## src/rtl/pcpwm_pkg.sv

```systemverilog
package pcpwm_pkg;
  typedef enum logic [1:0] {
    OUT_OFF_A  = 2'b00,
    OUT_OFF_B  = 2'b01,
    OUT_NONINV = 2'b10,
    OUT_INV    = 2'b11
  } out_mode_e;

  localparam int FLAG_OVF = 0;
  localparam int FLAG_CMP = 1;
endpackage

```

## src/rtl/pcpwm_counter.sv

```systemverilog
module pcpwm_counter #(
  parameter int W = 8
) (
  input  logic         clk,
  input  logic         rst,
  input  logic         tick,
  output logic [W-1:0] count,
  output logic         dir_up,
  output logic         hit_top,
  output logic         hit_bot
);
  localparam logic [W-1:0] TOP     = {W{1'b1}};
  localparam logic [W-1:0] TOP_M1  = TOP - 1'b1;
  localparam logic [W-1:0] ONE     = {{(W-1){1'b0}}, 1'b1};

  logic [W-1:0] nxt;

  always_comb begin
    nxt     = dir_up ? count + 1'b1 : count - 1'b1;
    hit_top = tick && dir_up && (count == TOP_M1);
    hit_bot = tick && !dir_up && (count == ONE);
  end

  always_ff @(posedge clk) begin
    if (rst) begin
      count  <= '0;
      dir_up <= 1'b1;
    end else if (tick) begin
      count <= nxt;
      if (hit_top) dir_up <= 1'b0;
      if (hit_bot) dir_up <= 1'b1;
    end
  end
endmodule

```

## src/rtl/pcpwm_cmp_buf.sv

```systemverilog
module pcpwm_cmp_buf #(
  parameter int W = 8
) (
  input  logic         clk,
  input  logic         rst,
  input  logic         wr,
  input  logic [W-1:0] wdata,
  input  logic         load,
  output logic [W-1:0] active
);
  logic [W-1:0] shadow;

  always_ff @(posedge clk) begin
    if (rst) begin
      shadow <= '0;
      active <= '0;
    end else begin
      if (wr)   shadow <= wdata;
      if (load) active <= shadow;
    end
  end
endmodule

```

## src/rtl/pcpwm_wave.sv

```systemverilog
module pcpwm_wave #(
  parameter int W = 8
) (
  input  logic         clk,
  input  logic         rst,
  input  logic         tick,
  input  logic [W-1:0] count,
  input  logic         dir_up,
  input  logic [W-1:0] active,
  input  logic [1:0]   mode,
  output logic         match,
  output logic         pwm_out
);
  logic wave, wave_n;

  always_comb begin
    match  = tick && (count == active);
    wave_n = match ? !dir_up : wave;
  end

  always_ff @(posedge clk) begin
    if (rst) begin
      wave    <= 1'b0;
      pwm_out <= 1'b0;
    end else begin
      wave    <= wave_n;
      pwm_out <= mode[1] & (wave_n ^ mode[0]);
    end
  end
endmodule

```

## src/rtl/pcpwm_flags.sv

```systemverilog
module pcpwm_flags #(
  parameter int NF = 2
) (
  input  logic          clk,
  input  logic          rst,
  input  logic [NF-1:0] set,
  input  logic [NF-1:0] clr,
  output logic [NF-1:0] flags
);
  for (genvar i = 0; i < NF; i++) begin : g_flag
    always_ff @(posedge clk) begin
      if (rst)         flags[i] <= 1'b0;
      else if (set[i]) flags[i] <= 1'b1;
      else if (clr[i]) flags[i] <= 1'b0;
    end
  end
endmodule

```

## src/rtl/pcpwm_timer.sv

```systemverilog
module pcpwm_timer #(
  parameter int CNT_W = 8
) (
  input  logic             clk,
  input  logic             rst,
  input  logic             cnt_en,
  input  logic             cmp_wr,
  input  logic [CNT_W-1:0] cmp_wdata,
  input  logic [1:0]       out_mode,
  input  logic [1:0]       flag_clr,
  output logic [CNT_W-1:0] count,
  output logic             pwm_out,
  output logic             ovf_flag,
  output logic             cmp_flag
);
  import pcpwm_pkg::*;

  logic             dir_up, hit_top, hit_bot, match;
  logic [CNT_W-1:0] cmp_act;
  logic [1:0]       fset, fval;

  pcpwm_counter #(.W(CNT_W)) u_cnt (
    .clk(clk), .rst(rst), .tick(cnt_en), .count(count),
    .dir_up(dir_up), .hit_top(hit_top), .hit_bot(hit_bot)
  );

  pcpwm_cmp_buf #(.W(CNT_W)) u_buf (
    .clk(clk), .rst(rst), .wr(cmp_wr), .wdata(cmp_wdata),
    .load(hit_top), .active(cmp_act)
  );

  pcpwm_wave #(.W(CNT_W)) u_wave (
    .clk(clk), .rst(rst), .tick(cnt_en), .count(count), .dir_up(dir_up),
    .active(cmp_act), .mode(out_mode), .match(match), .pwm_out(pwm_out)
  );

  always_comb begin
    fset           = '0;
    fset[FLAG_OVF] = hit_bot;
    fset[FLAG_CMP] = match;
  end

  pcpwm_flags #(.NF(2)) u_flags (
    .clk(clk), .rst(rst), .set(fset), .clr(flag_clr), .flags(fval)
  );

  assign ovf_flag = fval[FLAG_OVF];
  assign cmp_flag = fval[FLAG_CMP];
endmodule

```

## config.mk

```make
export PLATFORM = sky130hd
export DESIGN_NAME = pcpwm_timer
export DESIGN_NICKNAME = d
export VERILOG_FILES = /design/src/rtl/pcpwm_pkg.sv /design/src/rtl/pcpwm_counter.sv /design/src/rtl/pcpwm_cmp_buf.sv /design/src/rtl/pcpwm_wave.sv /design/src/rtl/pcpwm_flags.sv /design/src/rtl/pcpwm_timer.sv
export SDC_FILE = /design/constraint.sdc
export NUM_CORES = 1
export LEC_CHECK = 0
export ABC_CLOCK_PERIOD_IN_PS = 1800
export BUFFER_PORTS_ARGS = -buffer_cell sky130_fd_sc_hd__buf_2
export CAP_MARGIN = 15
export CORE_UTILIZATION = 53
export CTS_CLUSTER_SIZE = 25
export DETAILED_ROUTE_END_ITERATION = 7
export PLACE_DENSITY = 0.76
export RECOVER_POWER = 100
export REMOVE_ABC_BUFFERS = 1
export SLEW_MARGIN = 30
export SYNTH_ARGS = -nofsm -noshare
export SYNTH_HDL_FRONTEND = slang
export SYNTH_SLANG_ARGS = --single-unit
export TNS_END_PERCENT = 100
```

## constraint.sdc

```tcl
create_clock -name clk -period 1.8 [get_ports clk]
set_clock_uncertainty 0.1 [all_clocks]
set_input_delay 0.09 -clock clk [delete_from_list [all_inputs] [get_ports clk]]
set_output_delay 0.09 -clock clk [all_outputs]
set_load 0.02 [all_outputs]
```

==> summary.txt <==
Worst setup path
  • Critical path class: flop to flop
  • Setup crit end kind: flop
  • Worst r2r path cells: 6
  • Slowest cell on crit path: dfxtp_1
  • Critical Path Start Type: flop
  • CP Data Arrival Time: 1760 ps
  • Critical path's largest stage delay: 380 ps
  • Critical path data required time: 1900 ps
  • Critical path depth: 6
  • CP bufs+invs: 1
  • Delay-heaviest family, CP: flip-flops
  • Critical path, cell by cell: buf_4, ha_1, and4_2, o21ai_0, xor2_1, nor2_1
  • Critical Path Fanout Max: 7

Global routing
  • Congestion Overflow GR: 0
  • Gr usage total: 23.5%
  • Initial antenna violation count: 0
  • Largest net degree at the start of global routing: 30
  • Vias in the first global route: 1065
  • Global-route wire length before repair: 4660 µm

Synth
  • Unique masters post-synth: 35
  • Post-Syn Area: 1400 µm²
  • Seq/Total Area, Yosys: 41.5%
  • Synth Register Bits: 29
  • Mean Syn Cell Area: 9.71 µm²
  • Warnings from Yosys: 0
  • Mapped Cells: 144

Floorplanning
  • Io pins: 27
  • Core footprint: 2480 µm²
  • Initial Utilization: 56.5%
  • Die span in y: 53.4 µm
  • Die width: 53.4 µm
  • Die area: 2850 µm²
  • Row count: 18

Route
  • Wire per inst: 13.1 µm
  • DRC errors left: 0
  • Routed Antenna Nets: 0
  • Starting DRC count in detailed routing: 22
  • 1st-pass router iterations: 5
  • Routed wire length: 2800 µm
  • Via density: 5.33
  • Via count: 1140

Clocking
  • Root Driver: clkbuf_4
  • Clock Latency Late Sink: 320 ps
  • CTS Buf Count: 5
  • Clk sinks: 29
  • Maximum root-to-sink buffer count: 2
  • Clk slew on worst S/H paths: 90 ps
  • Post-CTS Setup Bufs: 0
  • CTS tree: built
  • H-tree depth: 2

Cells and area
  • Ant. Diodes: 0
  • Final instance area: 1780 µm²
  • Share of layout cells above drive strength 1: 29.9%
  • Fillers: 181
  • Fin util: 71.9%
  • FF+latch area: 586 µm²
  • Multi-input gate area: 754 µm²
  • # nets final: 203
  • Commonest non-fill, non-tap cell in the layout: buf_2
  • P&R area growth vs syn: 27.4%
  • Fin cells: 214
  • Commonest non-fill, non-tap cells in the layout: buf_2 (26), nor2_1 (25), dfxtp_1 (25)

Power
  • PD cells: 818 nW/µm²
  • Max rail drop VDD: 767 µV
  • Leakage: 0.833 nW
  • Total power: 0.00146 W

Timing
  • Max Freq: 601 MHz
  • Final period util: 92.5%
  • Max_slew headroom: 65.0%
  • Final Hold Viols: 0
  • Hold WS: 27.5 ps
  • # setup viols final: 0
  • Final max-slew violation count: 0
  • RSZ-0062 raised after global routing: yes
  • Final min period: 1660 ps
  • Actual slew at the worst max-slew pin: 524 ps

Place
  • Dpl hpwl: 1970 µm
  • GPL Wtd Cong: 0.848
  • Dpl cells: 195
  • Cell Area, Placed: 1560 µm²
  • IO Port Bufs: 26

Hold path
  • Hold Crit Depth: 3
  • Min-delay worst type: primary input to flop

Flow run
  • Max Cap Violations: 0

Status
  • Run status: finished clean
[repair_timing]
action	CTS	global route
endpoints found under the hold margin	11	0
hold buffers	11	0
gates resized for setup	0	4
setup endpoints to repair	0	5
[synth_stat cells]
cell / count / area, µm²
nand4_1: 1 / 6.26
a32o_1: 1 / 10.0
mux2i_1: 17 / 170
nor4b_1: 1 / 8.76
inv_1: 3 / 11.3
and4_1: 1 / 8.76
or4_4: 1 / 11.3
and4bb_1: 1 / 12.5
nand2b_1: 2 / 12.5
o21ba_2: 1 / 10.0
and4_2: 3 / 30.0
ha_1: 4 / 50.1
nand2_1: 7 / 26.3
o31a_1: 1 / 8.76
xor2_1: 4 / 35.0
o41ai_2: 1 / 16.3
clkbuf_1: 5 / 18.8
nor3_1: 2 / 10.0
nor4_1: 1 / 6.26
nor4_2: 1 / 12.5
nand2b_2: 1 / 8.76
nor2_1: 25 / 93.8
nand4_2: 1 / 12.5
nor4_4: 1 / 21.3
nand3_1: 3 / 15.0
buf_6: 1 / 11.3
a21oi_1: 4 / 20.0
a21oi_2: 1 / 8.76
mux2_2: 1 / 11.3
o21ai_0: 3 / 15.0
dfxtp_1: 29 / 581
buf_2: 3 / 15.0
and3_1: 1 / 6.26
xnor2_1: 11 / 96.3
buf_4: 1 / 7.51
[where the power goes]
group	total [W]	internal (W)	leakage (nW)	switching [W]
Combinational	0.000129	0.0000657	0.540	0.0000637
Clock	0.000656	0.000430	0.0552	0.000226
Sequential	0.000673	0.000659	0.238	0.0000139
Total	0.00146	0.00115	0.833	0.000304
[cell families after synthesis]
group           share of synthesized area (%)
xor+xnor                                 9.39
compound gates                           6.35
flops                                    41.5
mux                                      13.0
simple gates                             21.6
fa+ha+maj                                3.58
buf+inv                                  4.56
[worst register-to-register path: cells and delay by family, from the launching register on]
family | cells | cell delay, ps
buffers and inverters | 1 | 180
flip-flops | 1 | 380
XOR/XNOR | 1 | 170
AO/OA/AOI/OAI | 1 | 220
AND/OR/NAND/NOR | 2 | 290
adder cells (fa/ha/maj) | 1 | 200
[routing by layer]
layer | vias up | track usage, % | part of all wire (%)
met2 | 37 | 39.4 | 50
met3 | 7 | 6.03 | 4.9
met1 | 523 | 27.0 | 43
met5 | - | 0 | 0
met4 | 0 | 12.3 | 2.1
li1 | 573 | - | -
[worst paths after layout]
| check | start | to | slack [ps] |
|---|---|---|---|
| setup / recovery | u_cnt.count[1]$_SDFFE_PP0P_ | u_cnt.count[4]$_SDFFE_PP0P_ | 140 |
| hold / removal | out_mode[0] | u_wave.pwm_out$_SDFF_PP0_ | 30 |
| setup reg to reg | u_cnt.count[1]$_SDFFE_PP0P_ | u_cnt.count[4]$_SDFFE_PP0P_ | 140 |
| hold reg to reg | u_flags.flags[0]$_SDFFE_PP0P_ | u_flags.flags[0]$_SDFFE_PP0P_ | 390 |
[layout make-up]
cell class	count	area share [%]
multi-input combinational	102	42.3
tap	30	2.11
inverter	3	0.632
clock inverter	3	3.65
timing repair buffer	42	16.3
clock buffer	5	2.11
sequential	29	32.9
[stage by stage]
| stage | TNS [ps] | setup slack (ps) |
|---|---|---|
| 2_1_floorplan | 0 | 43.9 |
| 3_3_place_gp | 0 | 104 |
| 3_5_place_dp | 0 | 42.1 |
| 4_1_cts | 0 | 25.4 |
| 5_1_grt | -5.52 | -5.52 |
| 6_report | 0 | 136 |
[state kept, by name, summed over array words and instances (netlist names)]
signal	cells
u_buf.active	8
u_buf.shadow	8
u_cnt.count	8
u_cnt.dir_up	1
u_flags.flags	2
u_wave.pwm_out	1
u_wave.wave	1
Power figures use the tool's default switching activity.
